## config.mk

```make
export PLATFORM = sky130hd
export DESIGN_NAME = ptw_top
export DESIGN_NICKNAME = d
export VERILOG_FILES = /design/src/rtl/ptw_pkg.sv /design/src/rtl/ptw_index_sel.sv /design/src/rtl/ptw_entry_addr.sv /design/src/rtl/ptw_entry_check.sv /design/src/rtl/ptw_top.sv
export SDC_FILE = /design/constraint.sdc
export NUM_CORES = 1
export LEC_CHECK = 0
export ABC_AREA = 0
export BUFFER_PORTS_ARGS = -buffer_cell sky130_fd_sc_hd__buf_2
export CAP_MARGIN = 10
export CORE_UTILIZATION = 24
export DETAILED_ROUTE_END_ITERATION = 10
export GPL_TIMING_DRIVEN = 0
export PLACE_DENSITY = 0.45
export SETUP_SLACK_MARGIN = 0.02
export SYNTH_ARGS = -nofsm -noshare
export SYNTH_HDL_FRONTEND = slang
export SYNTH_HIERARCHICAL = 1
export SYNTH_SLANG_ARGS = --single-unit
```

## constraint.sdc

```tcl
create_clock -name clk -period 2.2 [get_ports clk]
set_input_delay 0.33 -clock clk [delete_from_list [all_inputs] [get_ports clk]]
set_output_delay 0.33 -clock clk [all_outputs]
set_load 0.01 [all_outputs]
```

## src/rtl/ptw_pkg.sv

```systemverilog
package ptw_pkg;

  typedef enum logic [1:0] {
    FLT_NONE   = 2'd0,
    FLT_ABSENT = 2'd1,
    FLT_PERM   = 2'd2
  } flt_e;

  typedef enum logic [1:0] {
    ST_IDLE,
    ST_FETCH,
    ST_WAIT,
    ST_DONE
  } walk_st_e;

  localparam int unsigned BIT_PRESENT = 0;
  localparam int unsigned BIT_WRITE   = 1;
  localparam int unsigned BIT_USER    = 2;

endpackage

```

## src/rtl/ptw_index_sel.sv

```systemverilog
module ptw_index_sel #(
  parameter int unsigned VA_W   = 48,
  parameter int unsigned IDX_W  = 9,
  parameter int unsigned OFF_W  = 12,
  parameter int unsigned LEVELS = 4,
  localparam int unsigned LVL_W = (LEVELS > 1) ? $clog2(LEVELS) : 1
) (
  input  logic [VA_W-1:0]  vaddr,
  input  logic [LVL_W-1:0] lvl_sel,
  output logic [IDX_W-1:0] idx
);

  logic [IDX_W-1:0] fields [LEVELS];

  for (genvar g = 0; g < LEVELS; g++) begin : g_field
    assign fields[g] = vaddr[OFF_W + g*IDX_W +: IDX_W];
  end

  assign idx = fields[lvl_sel];

  logic unused_hi;
  assign unused_hi = ^vaddr[OFF_W-1:0];

endmodule

```

## src/rtl/ptw_entry_addr.sv

```systemverilog
module ptw_entry_addr #(
  parameter int unsigned PA_W      = 52,
  parameter int unsigned OFF_W     = 12,
  parameter int unsigned IDX_W     = 9,
  parameter int unsigned ENT_BYTES = 8,
  localparam int unsigned BASE_W   = PA_W - OFF_W,
  localparam int unsigned ENT_SH   = $clog2(ENT_BYTES)
) (
  input  logic [BASE_W-1:0] tbl_base,
  input  logic [IDX_W-1:0]  idx,
  output logic [PA_W-1:0]   addr
);

  logic [PA_W-1:0] base_bytes;
  logic [PA_W-1:0] idx_bytes;

  assign base_bytes = {tbl_base, {OFF_W{1'b0}}};
  assign idx_bytes  = {{(PA_W-IDX_W-ENT_SH){1'b0}}, idx, {ENT_SH{1'b0}}};
  assign addr       = base_bytes + idx_bytes;

endmodule

```

## src/rtl/ptw_entry_check.sv

```systemverilog
module ptw_entry_check
  import ptw_pkg::*;
#(
  parameter int unsigned ENT_W = 64,
  parameter int unsigned PA_W  = 52,
  parameter int unsigned OFF_W = 12,
  localparam int unsigned BASE_W = PA_W - OFF_W
) (
  input  logic [ENT_W-1:0]  entry,
  input  logic              need_write,
  input  logic              need_user,
  output flt_e              fault,
  output logic [BASE_W-1:0] next_base
);

  logic present, wr_ok, us_ok;

  assign present   = entry[BIT_PRESENT];
  assign wr_ok     = entry[BIT_WRITE] | ~need_write;
  assign us_ok     = entry[BIT_USER]  | ~need_user;
  assign next_base = entry[PA_W-1:OFF_W];

  always_comb begin
    if (!present)               fault = FLT_ABSENT;
    else if (!(wr_ok && us_ok)) fault = FLT_PERM;
    else                        fault = FLT_NONE;
  end

  logic unused_bits;
  assign unused_bits = ^{entry[ENT_W-1:PA_W], entry[OFF_W-1:3]};

endmodule

```

## src/rtl/ptw_top.sv

```systemverilog
module ptw_top
  import ptw_pkg::*;
#(
  parameter int unsigned VA_W      = 48,
  parameter int unsigned PA_W      = 52,
  parameter int unsigned IDX_W     = 9,
  parameter int unsigned OFF_W     = 12,
  parameter int unsigned LEVELS    = 4,
  parameter int unsigned ENT_W     = 64,
  parameter int unsigned ENT_BYTES = 8,
  localparam int unsigned BASE_W   = PA_W - OFF_W,
  localparam int unsigned LVL_W    = (LEVELS > 1) ? $clog2(LEVELS) : 1,
  localparam int unsigned LNUM_W   = $clog2(LEVELS + 1)
) (
  input  logic              clk,
  input  logic              rst_n,
  input  logic              paging_en,
  input  logic [PA_W-1:0]   root_base,
  input  logic              req_valid,
  output logic              req_ready,
  input  logic [VA_W-1:0]   req_vaddr,
  input  logic              req_write,
  input  logic              req_user,
  output logic              resp_valid,
  input  logic              resp_ready,
  output logic [PA_W-1:0]   resp_paddr,
  output logic [1:0]        resp_fault,
  output logic [LNUM_W-1:0] resp_level,
  output logic              mem_req_valid,
  input  logic              mem_req_ready,
  output logic [PA_W-1:0]   mem_req_addr,
  input  logic              mem_rsp_valid,
  input  logic [ENT_W-1:0]  mem_rsp_data
);

  walk_st_e          st_q;
  logic [LVL_W-1:0]  lvl_q;
  logic [BASE_W-1:0] base_q;
  logic [VA_W-1:0]   va_q;
  logic              wr_q, us_q;
  logic [PA_W-1:0]   pa_q;
  flt_e              flt_q;
  logic [LNUM_W-1:0] lnum_q;

  logic [IDX_W-1:0]  cur_idx;
  flt_e              chk_flt;
  logic [BASE_W-1:0] chk_base;

  ptw_index_sel #(
    .VA_W(VA_W), .IDX_W(IDX_W), .OFF_W(OFF_W), .LEVELS(LEVELS)
  ) u_idx (
    .vaddr(va_q), .lvl_sel(lvl_q), .idx(cur_idx)
  );

  ptw_entry_addr #(
    .PA_W(PA_W), .OFF_W(OFF_W), .IDX_W(IDX_W), .ENT_BYTES(ENT_BYTES)
  ) u_addr (
    .tbl_base(base_q), .idx(cur_idx), .addr(mem_req_addr)
  );

  ptw_entry_check #(
    .ENT_W(ENT_W), .PA_W(PA_W), .OFF_W(OFF_W)
  ) u_chk (
    .entry(mem_rsp_data), .need_write(wr_q), .need_user(us_q),
    .fault(chk_flt), .next_base(chk_base)
  );

  assign req_ready     = (st_q == ST_IDLE);
  assign mem_req_valid = (st_q == ST_FETCH);
  assign resp_valid    = (st_q == ST_DONE);
  assign resp_paddr    = pa_q;
  assign resp_fault    = flt_q;
  assign resp_level    = lnum_q;

  always_ff @(posedge clk or negedge rst_n) begin
    if (!rst_n) begin
      st_q   <= ST_IDLE;
      lvl_q  <= '0;
      base_q <= '0;
      va_q   <= '0;
      wr_q   <= 1'b0;
      us_q   <= 1'b0;
      pa_q   <= '0;
      flt_q  <= FLT_NONE;
      lnum_q <= '0;
    end else begin
      unique case (st_q)
        ST_IDLE: begin
          if (req_valid) begin
            va_q <= req_vaddr;
            wr_q <= req_write;
            us_q <= req_user;
            if (!paging_en) begin
              pa_q   <= {{(PA_W-VA_W){1'b0}}, req_vaddr};
              flt_q  <= FLT_NONE;
              lnum_q <= '0;
              st_q   <= ST_DONE;
            end else begin
              base_q <= root_base[PA_W-1:OFF_W];
              lvl_q  <= LVL_W'(LEVELS - 1);
              st_q   <= ST_FETCH;
            end
          end
        end
        ST_FETCH: begin
          if (mem_req_ready) st_q <= ST_WAIT;
        end
        ST_WAIT: begin
          if (mem_rsp_valid) begin
            if (chk_flt != FLT_NONE) begin
              pa_q   <= '0;
              flt_q  <= chk_flt;
              lnum_q <= LNUM_W'(lvl_q) + LNUM_W'(1);
              st_q   <= ST_DONE;
            end else if (lvl_q == '0) begin
              pa_q   <= {chk_base, va_q[OFF_W-1:0]};
              flt_q  <= FLT_NONE;
              lnum_q <= '0;
              st_q   <= ST_DONE;
            end else begin
              base_q <= chk_base;
              lvl_q  <= lvl_q - LVL_W'(1);
              st_q   <= ST_FETCH;
            end
          end
        end
        ST_DONE: begin
          if (resp_ready) st_q <= ST_IDLE;
        end
        default: st_q <= ST_IDLE;
      endcase
    end
  end

  logic unused_root;
  assign unused_root = ^root_base[OFF_W-1:0];

  AST_BYPASS_NO_READ: assert property (@(posedge clk) disable iff (!rst_n)
    (req_valid && req_ready && !paging_en) |=> (resp_valid && !mem_req_valid));
  AST_OK_LEVEL_ZERO: assert property (@(posedge clk) disable iff (!rst_n)
    (resp_valid && resp_fault == 2'd0) |-> (resp_level == '0));
  AST_FAULT_LEVEL_RANGE: assert property (@(posedge clk) disable iff (!rst_n)
    (resp_valid && resp_fault != 2'd0) |-> (resp_level >= LNUM_W'(1) && resp_level <= LNUM_W'(LEVELS)));
  AST_FAULT_CODE_LEGAL: assert property (@(posedge clk) disable iff (!rst_n)
    resp_valid |-> (resp_fault != 2'd3));
  AST_MEMREQ_HOLD: assert property (@(posedge clk) disable iff (!rst_n)
    (mem_req_valid && !mem_req_ready) |=> (mem_req_valid && $stable(mem_req_addr)));
  AST_ONE_OUTSTANDING: assert property (@(posedge clk) disable iff (!rst_n)
    (mem_req_valid && mem_req_ready) |=> !mem_req_valid);
  AST_NO_ACCEPT_BUSY: assert property (@(posedge clk) disable iff (!rst_n)
    resp_valid |-> !req_ready);
  AST_RESP_HOLD: assert property (@(posedge clk) disable iff (!rst_n)
    (resp_valid && !resp_ready) |=> (resp_valid && $stable(resp_paddr)
                                     && $stable(resp_fault) && $stable(resp_level)));

endmodule

```

---- Word level (Yosys, flattened, before mapping) ----
Cells that the tools add are included.
storage, ports and cells
  register bits after elaboration ......... 151
  input bits .............................. 173
  output and inout bits ................... 112
  logic and storage cells ................. 82
cells by class
  $add $sub $neg .......................... 3
  magnitude comparators ................... 1
  eq/ne operators ......................... 12
  mux-type cells .......................... 43
  bitwise logic cells ..................... 5
  reductions and logical operators ........ 9
operator list
  cell                   number
  $mux W52               5
  $mux W40               5
  $pmux W52 S2           1
  $pmux W40 S2           1
  $add A52 B12 Y52       1
  $mux W2                19
  $bmux W9 S2            1
  $mux W9                2
  $mux W3                5
  $ne A2 B2 Y1 const B   6
  $pmux W2 S2            2
  $pmux W2 S4            1
  $pmux W3 S2            1
  $reduce_and A6 Y1      1
  $reduce_and A5 Y1      1
  $eq A2 B2 Y1 const B   2
  $logic_not A2 Y1       2
  $ne A2 B1 Y1 const B   2
  $reduce_and A4 Y1      1
  $reduce_bool A2 Y1     2
  $add A2 B1 Y3 const B  1
  $ge A3 B3 Y1 const B   1
  $ne A3 B3 Y1 const B   1
  $not A2 Y3             1
  other kinds (6)        8

---- Logic depth before layout (Yosys ltp) ----
Gate-level depths: netlist of run 1.
  depth in word-level cells ............... 9
  depth in mapped cells ................... 7
  depth with buffers taken out ............ 5

---- Cells and area by module ----
Netlist of run 1, hierarchy kept.
modules (own cells, without submodules)
  module           instances  cells an instance  area an instance (um^2)  seq. area each (um^2)
  ptw_top          1          466                6784.0                   3778.6
  ptw_entry_addr   1          53                 394.1                    0.0
  ptw_entry_check  1          44                 325.3                    0.0
  ptw_index_sel    1          11                 219.0                    0.0

---- Least setup slack after synthesis of run 1 ----
OpenSTA, ideal clock, no wires.
  path kind ............................... reg2reg
  start point ............................. register lvl_q[0]
  end point ............................... register base_q[0]
  library setup time ...................... 0.125 ns
  arrival time ............................ 1.882 ns
  data required time ...................... 2.075 ns
  setup slack ............................. 0.193 ns
  cell stages (with the launch flop) ...... 8
  buffers on the path ..................... 2
  period minus slack after synthesis ...... 2.007 ns
  path through ............................ dfrtp_1 inv_1 ha_1 nor3_1 a32o_1 buf_2 buf_4 mux2_2
between the ends
  word-level cells in the longest chain between the ends .. 3
ends and longest elaborated chain
  element                      line            source
  start: declaration           ptw_top.sv:37   logic [LVL_W-1:0] lvl_q;
  start signal: assignment     ptw_top.sv:100  lvl_q <= LVL_W'(LEVELS - 1);
  start signal: assignment     ptw_top.sv:122  lvl_q <= lvl_q - LVL_W'(1);
  $logic_not A2 Y1             ptw_top.sv:115  end else if (lvl_q == '0) begin
  $ne A2 B2 Y1 (no line)       -
  $reduce_and A6 Y1 (no line)  -
  end signal: assignment       ptw_top.sv:99   base_q <= root_base[PA_W-1:OFF_W];
  end signal: assignment       ptw_top.sv:121  base_q <= chk_base;
  end: declaration             ptw_top.sv:38   logic [BASE_W-1:0] base_q;
No other way between the ends.
A chain may end at the register's enable or synchronous reset.

---- Worst setup path after layout of run 1 ----
  start point ............................. register lvl_q[0]
  end point ............................... output port mem_req_addr[8]
between the ends
  word-level cells in the longest chain between the ends .. 5
ends and longest elaborated chain
  element                                      line                  source
  $not A2 Y3 (implied by the code)             ptw_index_sel.sv:19   assign idx = fields[lvl_sel];
  $bmux W9 S2                                  ptw_index_sel.sv:19
  $mux W9 (implied by the code) (2 in series)  ptw_index_sel.sv:19
  named net cur_idx[5]                         ptw_top.sv:45         logic [IDX_W-1:0] cur_idx;
  $add A52 B12 Y52                             ptw_entry_addr.sv:19  assign addr = base_bytes + idx_bytes;
  end: declaration                             ptw_top.sv:31         output logic [PA_W-1:0] mem_req_addr,
The timed path passes the listed nets, and every way through them passes these cells. The select of a mux whose other input is x is not followed.

==> flow_summary.ini, run 1 <==
[global_route]
global_route_wire_length_before_repair_mm = 33.9
grt_antenna_before_repair = 0
grt_remaining_overflow = 0
largest_net_degree_at_the_start_of_global_routing = 106
first_global_vias = 5354
globalRouteTotalUtil = 0.140

[die]
std_cell_rows = 65
initial_utilization = 0.244
die-width_um = 181
die_h_um = 181
core_region_area_um2 = 31600
floorplan.die_area_um2 = 32900
io_pins = 285

[placed_design]
placement.io_buffers = 208
post-dp-hpwl_mm = 17.2
placed_cells = 1187
pre_cts_setup_slack_ns = -0.475
routabilityCongestion = 0.695

[clock_tree]
cts-htree-levels = 4
clock_tree.root_cell = sky130_fd_sc_hd__clkbuf_16
cts_tree = yes
max-clock-path-buffers = 2
cts_sinks = 151
cts_inserted_buffers = 17
clkTransAtPathRegs_ns = 0.07
worstSkewPairLatency_ns = 0.43

[drt]
drt.antenna.violating_nets = 0
route.detailed.drc = 0
detailroute.via_count = 5192
drt_iter0_markers = 168
route.detailed.vias_per_inst = 4.24
wire_per_inst_um = 18.6
postRouteWirelength_mm = 22.7
dr.pass1.iters = 4

[sta]
layout_worst_path_cycle_share = 0.982
clock-skew-final_ns = 0.00864
layout_min_cycle_time_ns = 2.16
grt_setup_unrepaired = true
hold_violations = 0
slew_headroom = 0.600
tightest_slew_ns = 0.599
final-max-slew-violation-count = 0
setup_ws_ns = 0.0388
highest_achievable_clock_rate_mhz = 463
report.final.setup_viol = 0

[worst_setup_path]
timing.critical_path.max_delay_family = multiplexers
timing.critical_path.fanout_max = 9
timing.critical_path.required_ns = 1.87
timing.critical_path.buf_inv = 3
path_class = register to output pin
critical_path.startpoint_type = register
crit_slowest_cell = sky130_fd_sc_hd__mux4_2
timing.critical_path.arrival_ns = 1.83
cp_slowest_stage_delay_ns = 0.51
endpoint_kind = output pin
cell_by_cell_trace_of_the_critical_path = buf_12 > mux4_2 > buf_4 > buf_2

[layout]
antenna_cells = 0
final_core_util = 0.319
final_layout_size_suffix_gt1_frac = 0.680
flow.area_growth_from_synthesis_pct = 30.7
final_non_filler_cells = 1224
finalNetCount = 984

[logic_synthesis]
syn_area_um2 = 7720
postSynthRegisterBits = 151
synth-main-ff-cell = sky130_fd_sc_hd__dfrtp_1
async_reset_ff_frac = 1.00
ys_types = 37
synth_enable_flop_cells = 0
synthesis.area_per_instance_um2 = 13.5
register_area_share_after_synthesis = 0.489
yosysWarningCount = 6
synthesis.instances = 574

[pwr]
static_power_due_to_leakage_nw = 4.78
irDropWorstVdd_v = 0.000551
powerDensity_nw_per_um2 = 1500

[hold_path]
hold_path_class = input port to register

[flow_run]
drv_cap = 0

[run_status]
outcome = complete, no violations
[worst paths after layout]
kind,from,endpoint,slack (ns),cells after the start
worst min-delay path,req_write,wr_q,0.14,2
max in group asynchronous,rst_n,va_q[44],0.93,3
worst max-delay path,lvl_q[0],mem_req_addr[8],0.04,4
min in group asynchronous,rst_n,resp_paddr[9],0.39,2
worst max register to register,st_q[0],resp_paddr[28],0.11,7
worst min register to register,resp_paddr[46],resp_paddr[46],0.48,1
[area by class of cell]
| cell class | count | area [µm²] |
|---|---|---|
| sequential | 151 | 3780 |
| clock buffer | 18 | 439 |
| buffer | 128 | 968 |
| clock inverter | 14 | 163 |
| inverter | 11 | 41.3 |
| fill | 3251 | 21500 |
| multi-input combinational | 286 | 3050 |
| timing repair buffer | 214 | 1150 |
| tap | 402 | 503 |
[placed cells by master, fill, tap and decap left out, types with 2 or more instances in the layout]
cell type,instances
sky130_fd_sc_hd__buf_4,94
sky130_fd_sc_hd__a22o_1,48
sky130_fd_sc_hd__clkinv_4,2
sky130_fd_sc_hd__conb_1,3
sky130_fd_sc_hd__inv_6,7
sky130_fd_sc_hd__nand2b_1,3
sky130_fd_sc_hd__mux4_2,9
sky130_fd_sc_hd__mux2_1,3
sky130_fd_sc_hd__clkbuf_16,17
sky130_fd_sc_hd__clkbuf_4,3
sky130_fd_sc_hd__buf_6,18
sky130_fd_sc_hd__buf_1,4
sky130_fd_sc_hd__ha_1,2
sky130_fd_sc_hd__mux2i_1,7
sky130_fd_sc_hd__and3_1,3
sky130_fd_sc_hd__dfrtp_1,150
sky130_fd_sc_hd__buf_2,207
sky130_fd_sc_hd__bufinv_16,2
sky130_fd_sc_hd__inv_1,11
sky130_fd_sc_hd__clkbuf_2,6
sky130_fd_sc_hd__buf_8,2
sky130_fd_sc_hd__mux2_2,178
sky130_fd_sc_hd__clkbuf_1,5
sky130_fd_sc_hd__o21ai_0,2
sky130_fd_sc_hd__nand2_1,9
[cell usage after synthesis (2+ instances only)]
library cell	number	area share
sky130_fd_sc_hd__nand2b_1	3	0.0024
sky130_fd_sc_hd__dfrtp_1	151	0.49
sky130_fd_sc_hd__buf_6	5	0.0073
sky130_fd_sc_hd__mux4_2	9	0.026
sky130_fd_sc_hd__mux2i_1	7	0.0091
sky130_fd_sc_hd__and3_1	3	0.0024
sky130_fd_sc_hd__buf_2	9	0.0058
sky130_fd_sc_hd__ha_1	2	0.0032
sky130_fd_sc_hd__nor2b_1	2	0.0016
sky130_fd_sc_hd__buf_4	97	0.094
sky130_fd_sc_hd__mux2_2	178	0.26
sky130_fd_sc_hd__nand2_1	9	0.0044
sky130_fd_sc_hd__clkbuf_1	12	0.0058
sky130_fd_sc_hd__mux2_1	3	0.0044
sky130_fd_sc_hd__a22o_1	48	0.054
sky130_fd_sc_hd__o21ai_0	2	0.0013
sky130_fd_sc_hd__inv_1	11	0.0053
sky130_fd_sc_hd__buf_1	4	0.0019
[sequential cells by signal (all words and copies together) (netlist names)]
signal,cells
base_q,40
wr_q,1
resp_level,3
va_q,48
resp_paddr,52
us_q,1
lvl_q,2
st_q,2
resp_fault,2
[report_power, final]
group          internal [mW]  total, mW  switching [mW]  leakage [nW]
Clock                   1.74       3.09            1.36         0.295
Combinational           4.09       7.16            3.07          2.65
Sequential              4.17       4.90           0.734          1.83
Total                   10.0       15.2            5.16          4.78
[cell families (layout without fill, tap and decap cells)]
group,count (synthesis),in the layout,share of synthesized area
other cells,1,3,0.000486
compound gates,57,57,0.0658
simple gates,27,27,0.0207
buf+inv,139,385,0.121
fa+ha+maj,2,2,0.00324
flops,151,151,0.489
mux,197,197,0.299
[worst reg2reg max path, cell delays in order, from the launching register on]
cell                      delay [ns]
sky130_fd_sc_hd__dfrtp_1        0.35
sky130_fd_sc_hd__buf_2          0.18
sky130_fd_sc_hd__or3b_1         0.37
sky130_fd_sc_hd__buf_4          0.20
sky130_fd_sc_hd__o32ai_4        0.18
sky130_fd_sc_hd__buf_8          0.18
sky130_fd_sc_hd__buf_6          0.17
sky130_fd_sc_hd__mux2_2         0.36
[metrics by stage]
step	hold WS, ns	TNS (ns)	instance area, µm²	power, mW
6_report	0.139	0	10100	15.2
3_3_place_gp	0.464	-312.94	9270	11.8
2_1_floorplan	0.0344	0	7730	9.51
5_1_grt	0.125	-0.0845	10100	16.2
4_1_cts	0.112	-0.00143	10000	15.4
3_5_place_dp	0.268	-29.72	9310	11.9
[layer usage]
metal / up-vias / wire [µm] / GRT usage / part of all wire
li1: 2432 / - / - / -
met3: 12 / 1290 / 0.0397 / 0.057
met2: 159 / 10900 / 0.224 / 0.48
met5: - / 0 / 0 / 0
met1: 2589 / 10400 / 0.184 / 0.46
met4: 0 / 171 / 0.0359 / 0.0075
[timing repair]
| action | 4_1_cts | 5_1_grt |
|---|---|---|
| hold endpoints to repair | 46 | 0 |
| hold buffers | 1 | 0 |
| resized for setup | 29 | 18 |
| pin swaps | 0 | 1 |
| buffers inserted | 1 | 3 |
| setup endpoints to repair | 101 | 83 |
Note: power is estimated with default switching activity, not from simulation.
==> run 2, diff against run 1 <==
--- a/config.mk
+++ b/config.mk
@@ -8,10 +8,12 @@
 export ABC_AREA = 0
 export BUFFER_PORTS_ARGS = -buffer_cell sky130_fd_sc_hd__buf_2
 export CAP_MARGIN = 10
+export CELL_PAD_IN_SITES_DETAIL_PLACEMENT = 1
+export CELL_PAD_IN_SITES_GLOBAL_PLACEMENT = 2
 export CORE_UTILIZATION = 24
 export DETAILED_ROUTE_END_ITERATION = 10
 export GPL_TIMING_DRIVEN = 0
-export PLACE_DENSITY = 0.45
+export PLACE_DENSITY = 0.74
 export SETUP_SLACK_MARGIN = 0.02
 export SYNTH_ARGS = -nofsm -noshare
 export SYNTH_HDL_FRONTEND = slang
==> run 2 against run 1 <==
Combinational power is 2% higher. Final area hardly changed. First-iteration DRC count is 7.1% higher. Die area stayed put. Final cell count is 0.25% higher. Critical path depth stayed put. Clock power is 6% lower. Non-clock buffer count is 3 higher. Sequential power hardly changed. Sequential share of layout area hardly changed. Clock skew is 0.0074 ns higher. Power is 0.53% lower. Critical endpoint is now mem_req_addr[11].
==> flow_summary.ini, run 2 (synthesis gave the netlist of run 1 again) <==
[run_status]
outcome = complete, no violations

[die]
initial_utilization = 0.244
die-width_um = 181
floorplan.die_area_um2 = 32900
io_pins = 285
core_region_area_um2 = 31600
die_h_um = 181
std_cell_rows = 65

[global_route]
first_global_vias = 5756
largest_net_degree_at_the_start_of_global_routing = 94
global_route_wire_length_before_repair_mm = 36.1
grt_antenna_before_repair = 3
globalRouteTotalUtil = 0.149
grt_remaining_overflow = 0

[drt]
drt_iter0_markers = 180
dr.pass1.iters = 7
route.detailed.vias_per_inst = 4.34
route.detailed.drc = 0
wire_per_inst_um = 19.4
drt.antenna.violating_nets = 0
detailroute.via_count = 5326
postRouteWirelength_mm = 23.7

[layout]
n_fill_cell = 3472
largest_register_ff_count = 52
final_layout_size_suffix_gt1_frac = 0.680
flow.area_growth_from_synthesis_pct = 30.8
final_non_filler_cells = 1227
final_cell_area_um2 = 10100
finalNetCount = 987
mostFrequentLayoutCell = sky130_fd_sc_hd__buf_2
layout.cells.most_common_list = sky130_fd_sc_hd__buf_2 (205), sky130_fd_sc_hd__mux2_2 (178), sky130_fd_sc_hd__dfrtp_1 (150)

[sta]
clock-skew-final_ns = 0.0160
layout_worst_path_cycle_share = 0.968
final-max-slew-violation-count = 0
finalSetupTns_ns = 0
layout_min_cycle_time_ns = 2.13
tightest_slew_ns = 0.597
highest_achievable_clock_rate_mhz = 470
slew_headroom = 0.602
hold_violations = 0
grt_setup_unrepaired = true
report.final.setup_viol = 0

[placed_design]
placed_cells = 1187
post-dp-hpwl_mm = 18.1
placed_area_um2 = 9310
placement.io_buffers = 208
routabilityCongestion = 0.734

[clock_tree]
clock_tree.root_cell = sky130_fd_sc_hd__clkbuf_16
max-clock-path-buffers = 2
clkTransAtPathRegs_ns = 0.07
cts-htree-levels = 4
cts_tree = yes
cts_sinks = 151
worstSkewPairLatency_ns = 0.42
cts_inserted_buffers = 17

[hold_path]
hold_path_class = input port to register

[worst_setup_path]
timing.critical_path.fanout_max = 9
reg2reg_setup_slack_ns = 0.11
timing.critical_path.required_ns = 1.87
timing.critical_path.arrival_ns = 1.80
endpoint_kind = output pin
critical_path.startpoint_type = register
path_class = register to output pin

[pwr]
p_total_mw = 15.1
irDropWorstVdd_v = 0.000526
powerDensity_nw_per_um2 = 1490
static_power_due_to_leakage_nw = 4.77

[flow_run]
drv_cap = 0
==> run 2: changes by cell type in the layout (fill, tap and decap cells not counted) <==
cell	previous run	this run
sky130_fd_sc_hd__buf_2	207	205
sky130_fd_sc_hd__clkinv_4	2	3
sky130_fd_sc_hd__buf_6	18	13
sky130_fd_sc_hd__inv_8	1	0
sky130_fd_sc_hd__diode_2	0	1
sky130_fd_sc_hd__clkbuf_1	5	6
sky130_fd_sc_hd__inv_6	7	0
sky130_fd_sc_hd__clkbuf_8	1	0
sky130_fd_sc_hd__clkbuf_2	6	8
sky130_fd_sc_hd__buf_4	94	100
sky130_fd_sc_hd__clkinvlp_4	1	4
sky130_fd_sc_hd__buf_8	2	3
sky130_fd_sc_hd__buf_12	1	3
sky130_fd_sc_hd__clkinv_2	1	3
==> run 2: timing repair <==
item / in CTS / in global routing
endpoints found under the hold margin: 58 / 0
setup buffers: 1 / 6
endpoints found under the setup margin: 98 / 95
pin swaps: 1 / 3
hold buffers: 1 / 0
resized for setup: 23 / 27
==> run 2: critical path, cell delays in order, from the launching register on <==
cell and delay (ns):
sky130_fd_sc_hd__dfrtp_2 0.43, sky130_fd_sc_hd__buf_12 0.16, sky130_fd_sc_hd__mux4_2 0.50, sky130_fd_sc_hd__buf_4 0.14, sky130_fd_sc_hd__buf_2 0.14
==> run 2: layout make-up <==
cell class	instances	area [µm²]	area share
multi-input cells	286	3050	0.302
well taps	402	503	0.0498
clock inverters	12	131	0.0130
plain buffers	128	986	0.0976
inverters	11	41.3	0.00409
flip-flops and latches	151	3780	0.374
repair buffers	217	1170	0.116
clock buffers	19	433	0.0429
diodes	1	2.50	0.000248
==> run 2: worst paths after layout <==
kind                                 from                to  cells after the start
max                              lvl_q[0]  mem_req_addr[11]                      4
min                             req_write              wr_q                      2
max reg2reg                       st_q[0]    resp_paddr[25]                      7
min reg2reg                resp_paddr[45]    resp_paddr[45]                      1
max in group asynchronous           rst_n    resp_paddr[18]                      3
min in group asynchronous           rst_n        base_q[28]                      2
==> run 2: where the power goes <==
group / switching [mW] / internal (mW)
combinational: 3.16 / 4.11
sequential: 0.722 / 4.17
clock: 1.25 / 1.66
==> run 2: stage by stage <==
stage / utilization / worst slack, ns / hold WS [ns]
after floorplan: - / 0.193 / 0.0344
after detailed placement: 0.294 / -0.599 / 0.297
after global placement: 0.293 / -1.81 / 0.464
after CTS: 0.315 / 0.0188 / 0.117
after global routing: 0.319 / -0.0207 / 0.124
final: 0.319 / 0.0707 / 0.138
==> run 2: layer usage <==
metal	routed length [µm]	GRT usage	vias up	part of all wire
met3	1350	0.0395	29	0.057
li1	-	-	2443	-
met2	11500	0.244	171	0.48
met5	21	0	-	0.00088
met4	425	0.0515	4	0.018
met1	10500	0.190	2679	0.44
